--- src/rtl/mdio_master_pkg.sv ---
package mdio_master_pkg;
  localparam int unsigned PRE_BITS   = 32;
  localparam int unsigned FRAME_BITS = 64;
  localparam int unsigned TA_IDX     = 46;
  localparam int unsigned DATA_IDX   = 48;

  localparam logic [7:0] OFS_MODE = 8'h40;
  localparam logic [7:0] OFS_ADDR = 8'h44;
  localparam logic [7:0] OFS_WDAT = 8'h48;
  localparam logic [7:0] OFS_RDAT = 8'h4C;
  localparam logic [7:0] OFS_CMD  = 8'h50;

  localparam int unsigned CLAUSE_BIT = 8;
  localparam int unsigned START_BIT  = 8;
  localparam int unsigned BUSY_BIT   = 31;

  localparam logic [1:0] C22_RD   = 2'd0;
  localparam logic [1:0] C22_WR   = 2'd1;
  localparam logic [1:0] C45_ADR  = 2'd0;
  localparam logic [1:0] C45_WR   = 2'd1;
  localparam logic [1:0] C45_RD   = 2'd2;

  typedef struct packed {
    logic [1:0]  st;
    logic [1:0]  op;
    logic [4:0]  port;
    logic [4:0]  target;
    logic [1:0]  ta;
    logic [15:0] payload;
  } mdio_hdr_t;
endpackage

--- src/rtl/mdio_reg_file.sv ---
module mdio_reg_file
  import mdio_master_pkg::*;
#(
  parameter int unsigned AW = 8
) (
  input  logic          clk_i,
  input  logic          rst_ni,
  input  logic          req_i,
  input  logic          we_i,
  input  logic [AW-1:0] addr_i,
  input  logic [31:0]   wdata_i,
  output logic [31:0]   rdata_o,
  input  logic          busy_i,
  input  logic          rx_valid_i,
  input  logic [15:0]   rx_data_i,
  output logic          c45_o,
  output logic [4:0]    port_o,
  output logic [4:0]    target_o,
  output logic [15:0]   wdat_o,
  output logic          cmd_go_o,
  output logic [1:0]    cmd_code_o
);
  logic        c45_q;
  logic [4:0]  port_q, target_q;
  logic [15:0] wdat_q, rdat_q;
  logic [1:0]  code_q;
  logic        wr;

  assign wr = req_i & we_i;

  always_ff @(posedge clk_i or negedge rst_ni) begin
    if (!rst_ni) begin
      c45_q    <= 1'b0;
      port_q   <= '0;
      target_q <= '0;
      wdat_q   <= '0;
      code_q   <= '0;
    end else if (wr) begin
      if (addr_i == AW'(OFS_MODE)) c45_q <= wdata_i[CLAUSE_BIT];
      if (addr_i == AW'(OFS_ADDR)) begin
        port_q   <= wdata_i[12:8];
        target_q <= wdata_i[4:0];
      end
      if (addr_i == AW'(OFS_WDAT)) wdat_q <= wdata_i[15:0];
      if (addr_i == AW'(OFS_CMD) && wdata_i[START_BIT] && !busy_i) code_q <= wdata_i[1:0];
    end
  end

  always_ff @(posedge clk_i or negedge rst_ni) begin
    if (!rst_ni)         rdat_q <= '0;
    else if (rx_valid_i) rdat_q <= rx_data_i;
  end

  always_comb begin
    rdata_o = '0;
    unique case (addr_i)
      AW'(OFS_MODE): rdata_o[CLAUSE_BIT] = c45_q;
      AW'(OFS_ADDR): begin
        rdata_o[12:8] = port_q;
        rdata_o[4:0]  = target_q;
      end
      AW'(OFS_WDAT): rdata_o[15:0] = wdat_q;
      AW'(OFS_RDAT): rdata_o[15:0] = rdat_q;
      AW'(OFS_CMD): begin
        rdata_o[BUSY_BIT] = busy_i;
        rdata_o[1:0]      = code_q;
      end
      default: rdata_o = '0;
    endcase
  end

  assign c45_o      = c45_q;
  assign port_o     = port_q;
  assign target_o   = target_q;
  assign wdat_o     = wdat_q;
  assign cmd_go_o   = wr && addr_i == AW'(OFS_CMD) && wdata_i[START_BIT];
  assign cmd_code_o = wdata_i[1:0];
endmodule

--- src/rtl/mdio_frame_build.sv ---
module mdio_frame_build
  import mdio_master_pkg::*;
(
  input  logic        c45_i,
  input  logic [1:0]  code_i,
  input  logic [4:0]  port_i,
  input  logic [4:0]  target_i,
  input  logic [15:0] wdat_i,
  output mdio_hdr_t   hdr_o,
  output logic        rd_o,
  output logic        legal_o
);
  always_comb begin
    hdr_o.port    = port_i;
    hdr_o.target  = target_i;
    hdr_o.payload = wdat_i;
    hdr_o.ta      = 2'b10;
    hdr_o.st      = c45_i ? 2'b00 : 2'b01;
    hdr_o.op      = 2'b00;
    rd_o          = 1'b0;
    legal_o       = 1'b1;
    if (c45_i) begin
      unique case (code_i)
        C45_ADR: hdr_o.op = 2'b00;
        C45_WR:  hdr_o.op = 2'b01;
        C45_RD: begin
          hdr_o.op = 2'b11;
          rd_o     = 1'b1;
        end
        default: legal_o = 1'b0;
      endcase
    end else begin
      unique case (code_i)
        C22_RD: begin
          hdr_o.op = 2'b10;
          rd_o     = 1'b1;
        end
        C22_WR:  hdr_o.op = 2'b01;
        default: legal_o = 1'b0;
      endcase
    end
    if (rd_o) begin
      hdr_o.ta      = 2'b00;
      hdr_o.payload = '0;
    end
  end
endmodule

--- src/rtl/mdio_frame_shifter.sv ---
module mdio_frame_shifter
  import mdio_master_pkg::*;
#(
  parameter int unsigned HALF_DIV = 4
) (
  input  logic        clk_i,
  input  logic        rst_ni,
  input  logic        launch_i,
  input  mdio_hdr_t   hdr_i,
  input  logic        rd_i,
  input  logic        mdio_i,
  output logic        mdc_o,
  output logic        mdio_o,
  output logic        mdio_oe_o,
  output logic        busy_o,
  output logic        rx_valid_o,
  output logic [15:0] rx_data_o
);
  localparam int unsigned IW = $clog2(FRAME_BITS);

  logic                  busy_q, mdc_q, rd_q, tick, last;
  logic [IW-1:0]         idx_q;
  logic [FRAME_BITS-1:0] sh_q;
  logic [15:0]           rx_q;

  generate
    if (HALF_DIV <= 1) begin : g_nodiv
      assign tick = busy_q;
    end else begin : g_div
      localparam int unsigned CW = $clog2(HALF_DIV);
      logic [CW-1:0] cnt_q;
      always_ff @(posedge clk_i or negedge rst_ni) begin
        if (!rst_ni)              cnt_q <= '0;
        else if (!busy_q || tick) cnt_q <= '0;
        else                      cnt_q <= cnt_q + 1'b1;
      end
      assign tick = busy_q && (cnt_q == CW'(HALF_DIV - 1));
    end
  endgenerate

  assign last = (idx_q == IW'(FRAME_BITS - 1));

  always_ff @(posedge clk_i or negedge rst_ni) begin
    if (!rst_ni) begin
      busy_q <= 1'b0;
      mdc_q  <= 1'b0;
      rd_q   <= 1'b0;
      idx_q  <= '0;
      sh_q   <= '0;
      rx_q   <= '0;
    end else if (launch_i && !busy_q) begin
      busy_q <= 1'b1;
      mdc_q  <= 1'b0;
      rd_q   <= rd_i;
      idx_q  <= '0;
      sh_q   <= {{PRE_BITS{1'b1}}, hdr_i};
    end else if (tick) begin
      if (!mdc_q) begin
        mdc_q <= 1'b1;
        if (rd_q && idx_q >= IW'(DATA_IDX)) rx_q <= {rx_q[14:0], mdio_i};
      end else begin
        mdc_q <= 1'b0;
        sh_q  <= sh_q << 1;
        if (last) busy_q <= 1'b0;
        else      idx_q  <= idx_q + 1'b1;
      end
    end
  end

  assign mdc_o      = mdc_q;
  assign mdio_o     = busy_q ? sh_q[FRAME_BITS-1] : 1'b1;
  assign mdio_oe_o  = busy_q && !(rd_q && idx_q >= IW'(TA_IDX));
  assign busy_o     = busy_q;
  assign rx_valid_o = tick && mdc_q && last && rd_q;
  assign rx_data_o  = rx_q;
endmodule

--- src/rtl/mdio_mgmt_master.sv ---
module mdio_mgmt_master
  import mdio_master_pkg::*;
#(
  parameter int unsigned AW       = 8,
  parameter int unsigned HALF_DIV = 4
) (
  input  logic          clk_i,
  input  logic          rst_ni,
  input  logic          req_i,
  input  logic          we_i,
  input  logic [AW-1:0] addr_i,
  input  logic [31:0]   wdata_i,
  output logic [31:0]   rdata_o,
  output logic          mdc_o,
  output logic          mdio_o,
  output logic          mdio_oe_o,
  input  logic          mdio_i
);
  logic        busy, rx_valid, c45, cmd_go, rd, legal, launch;
  logic [15:0] rx_data, wdat;
  logic [4:0]  port, target;
  logic [1:0]  code;
  mdio_hdr_t   hdr;

  mdio_reg_file #(.AW(AW)) u_regs (
    .clk_i, .rst_ni, .req_i, .we_i, .addr_i, .wdata_i, .rdata_o,
    .busy_i(busy), .rx_valid_i(rx_valid), .rx_data_i(rx_data),
    .c45_o(c45), .port_o(port), .target_o(target), .wdat_o(wdat),
    .cmd_go_o(cmd_go), .cmd_code_o(code)
  );

  mdio_frame_build u_build (
    .c45_i(c45), .code_i(code), .port_i(port), .target_i(target),
    .wdat_i(wdat), .hdr_o(hdr), .rd_o(rd), .legal_o(legal)
  );

  assign launch = cmd_go && legal && !busy;

  mdio_frame_shifter #(.HALF_DIV(HALF_DIV)) u_shift (
    .clk_i, .rst_ni, .launch_i(launch), .hdr_i(hdr), .rd_i(rd),
    .mdio_i, .mdc_o, .mdio_o, .mdio_oe_o, .busy_o(busy),
    .rx_valid_o(rx_valid), .rx_data_o(rx_data)
  );
endmodule

--- config.mk ---
export PLATFORM = sky130hd
export DESIGN_NAME = mdio_mgmt_master
export DESIGN_NICKNAME = d
export VERILOG_FILES = /design/src/rtl/mdio_master_pkg.sv /design/src/rtl/mdio_reg_file.sv /design/src/rtl/mdio_frame_build.sv /design/src/rtl/mdio_frame_shifter.sv /design/src/rtl/mdio_mgmt_master.sv
export SDC_FILE = /design/constraint.sdc
export NUM_CORES = 1
export LEC_CHECK = 0
export ABC_CLOCK_PERIOD_IN_PS = 2540
export BUFFER_PORTS_ARGS = -buffer_cell sky130_fd_sc_hd__buf_2
export CAP_MARGIN = 20
export CORE_MARGIN = 10
export CORE_UTILIZATION = 50
export DETAILED_ROUTE_END_ITERATION = 8
export GPL_ROUTABILITY_DRIVEN = 0
export PLACE_DENSITY = 0.72
export SYNTH_ARGS = -nofsm -noshare
export SYNTH_HDL_FRONTEND = slang
export SYNTH_HIERARCHICAL = 1
export SYNTH_SLANG_ARGS = --single-unit
--- constraint.sdc ---
create_clock -name clk_i -period 2.54 [get_ports clk_i]
set_clock_uncertainty 0.1 [all_clocks]
set_input_delay 0.508 -clock clk_i [delete_from_list [all_inputs] [get_ports clk_i]]
set_output_delay 0.508 -clock clk_i [all_outputs]
set_load 0.03 [all_outputs]
==> flow_summary.json <==
{
  "drive_gt1_frac": 0.2903,
  "grt_pass1_wl_microns": 22710,
  "die_h_microns": 135.2,
  "ios": 80,
  "h-tree-depth": 4,
  "yosysSeqAreaShare": 0.5129,
  "clk_pin_slew_ps": 60,
  "p_leak_nw": 3.799,
  "syn_inst": 634,
  "netlist_top_cells_count": "139 x nand2_1, 136 x dfrtp_1, 60 x mux2_2, 46 x nor2_1, 38 x nand3_1",
  "avgRoutedWirePerCell_microns": 15.52,
  "clk_latency_ps": 410,
  "final.setup.tns_ps": 0,
  "vias": 4608,
  "wl_microns": 13320,
  "gr-total-overflow": 0,
  "synth_flop_cell": "dfrtp_1",
  "core_sq_um": 13140,
  "avgSynthCellArea_sq_um": 10.47,
  "synth.most_common_cell": "nand2_1",
  "grt_use_total": 0.1517,
  "synth_top_area_share": 0.5129,
  "slew_viol_final": 0,
  "clockBufferDepth": 2,
  "synth-edff-count": 0,
  "arrival_ps": 1910,
  "status": "completed",
  "clk_root_buffer_cell": "clkbuf_16",
  "max-cap-violations": 0,
  "startpoint_type": "input port",
  "ir_drop_mv": 0.4565,
  "vias_per_cell": 5.371,
  "rsz0062_at_grt": "no",
  "synth_largest_area_cell": "dfrtp_1",
  "drt_first_iter_violations": 361,
  "power_w": 0.004874,
  "fin_ws_ps": 25.76,
  "dp_slack_ps": -98.45,
  "fin_crit_ps": 2514,
  "setup_viol": 0,
  "crit_fanout": 7,
  "cts.sinks": 136,
  "cts_tree": "yes",
  "worstHoldPathType": "in2reg",
  "slew_headroom": 0.6023,
  "antenna_found_initial": 0,
  "antennaDiodeCount": 0,
  "numCtsBuffers": 17,
  "hpwl_microns": 8997,
  "critPathCaptureType": "primary output",
  "die-area_sq_um": 18280,
  "fin_crit_sh": 0.9899,
  "tightest_slew_ps": 595.3,
  "drt_pass1_iterations": 4,
  "io_buffer_count": 48,
  "yosysWarnings": 6,
  "area_growth_pct": 14.16,
  "setup.worst_path.class": "in2out",
  "rows": 42,
  "grt_start_max_net_pins": 66,
  "drc": 0,
  "synth_area_sq_um": 6635,
  "fin_util": 0.5766,
  "synth.area.top_cells": "dfrtp_1 51%, mux2_2 10%, nand2_1 7.9%, buf_4 3.8%, a31oi_1 3.0%",
  "final-hold-violation-count": 0,
  "crit_required_ps": 1930,
  "layout.nets": 722,
  "max_freq_mhz": 397.7,
  "synthArstFlopShare": 1.000,
  "ys_types": 53,
  "pwr_density_cell_nw_per_um2": 643.4,
  "grt_pass1_vias": 4661,
  "die_w_microns": 135.2,
  "synth_seq_cells": 136,
  "start_util": 0.5050,
  "drt.antenna.violating_nets": 0
}
==> registers in the layout (all words and copies together), names as in the netlist <==
register / cells
u_regs/c45_o: 1
u_regs/code_q: 2
u_regs/port_o: 5
u_regs/rdat_q: 16
u_regs/target_o: 5
u_regs/wdat_o: 16
u_shift/busy_o: 1
u_shift/g_div.cnt_q: 2
u_shift/idx_q: 6
u_shift/mdc_o: 1
u_shift/rd_q: 1
u_shift/rx_data_o: 16
u_shift/sh_q: 64
==> per-layer routing <==
metal / part of all wire / track usage / vias to the layer above
li1: - / - / 2175
met1: 0.43 / 0.1826 / 2305
met2: 0.50 / 0.2504 / 111
met3: 0.058 / 0.04525 / 17
met4: 0.016 / 0.05861 / 0
met5: 0 / 0 / -
==> cell type report <==
class,count,area (sq um)
clock inverters,14,163.9
well taps,176,220.2
flip-flops and latches,136,3403
clock buffers,18,439.2
multi-input cells,437,2838
fillers,1103,5563
inverters,7,26.28
repair buffers,70,484.2
==> worst max-delay path: stages <==
cell and delay (ps):
buf_2 100, or4b_4 540, or3_4 410, nor2_1 160, buf_4 180
==> worst paths after layout <==
check,cells after the start,end,start,slack [ps]
min in group asynchronous,2,u_shift/g_div.cnt_q[1]$_DFF_PN0_,rst_ni,530
max in group asynchronous,3,u_shift/sh_q[44]$_DFFE_PN0P_,rst_ni,1130
worst max-delay path,5,rdata_o[4],addr_i[5],30
worst min register to register,1,u_shift/g_div.cnt_q[0]$_DFF_PN0_,u_shift/g_div.cnt_q[0]$_DFF_PN0_,350
worst max register to register,6,u_shift/sh_q[31]$_DFFE_PN0P_,u_shift/g_div.cnt_q[0]$_DFF_PN0_,460
worst min-delay path,2,u_regs/wdat_o[15]$_DFFE_PN0P_,wdata_i[15],220
==> kinds of logic after synthesis <==
logic type,Yosys count,synth area share
compound gates,53,0.05412
xor+xnor,1,0.001320
fa+ha+maj,8,0.01509
buf+inv,76,0.07222
flops,136,0.5129
mux,84,0.1475
other cells,2,0.001132
simple gates,274,0.1957
==> cell usage in the layout (no fill, tap or decap), types with 4 or more instances in the layout <==
| cell type | netlist | routed |
|---|---|---|
| dfrtp_1 | 136 | 136 |
| nand3_1 | 38 | 37 |
| a31oi_1 | 32 | 32 |
| buf_12 | 0 | 5 |
| nor3_1 | 4 | 4 |
| and2_1 | 6 | 6 |
| inv_1 | 7 | 7 |
| ha_1 | 8 | 8 |
| clkbuf_16 | 0 | 17 |
| nor2_1 | 46 | 45 |
| mux2_2 | 60 | 60 |
| nand2_1 | 139 | 139 |
| buf_2 | 22 | 44 |
| mux2_4 | 10 | 10 |
| and3_1 | 7 | 6 |
| a22oi_1 | 7 | 7 |
| mux2i_1 | 13 | 13 |
| and2_2 | 12 | 12 |
| conb_1 | 2 | 17 |
| inv_6 | 0 | 6 |
| clkinv_4 | 0 | 5 |
| buf_4 | 34 | 18 |
==> power breakdown <==
part / internal [W] / total [W] / leakage (nW) / switching [W]
combinational: 0.0000717 / 0.000203 / 1.96 / 0.000131
clock: 0.00150 / 0.00247 / 0.293 / 0.000970
sequential: 0.00219 / 0.00220 / 1.55 / 0.0000177
==> stage by stage <==
step	instances	instance area (sq um)	hold slack, ps
3_5_place_dp	825	6942	344.6
4_1_cts	858	7565	207.8
3_3_place_gp	825	6942	324.4
6_report	858	7575	218.9
5_1_grt	858	7575	210.8
2_1_floorplan	649	6699	112.4
==> repair_timing <==
action | CTS | global route
resized for setup | 2 | 6
endpoints found under the setup margin | 9 | 2
endpoints found under the hold margin | 48 | 0
setup buffers | 0 | 0
hold buffers | 1 | 0
Power figures use the tool's default switching activity.
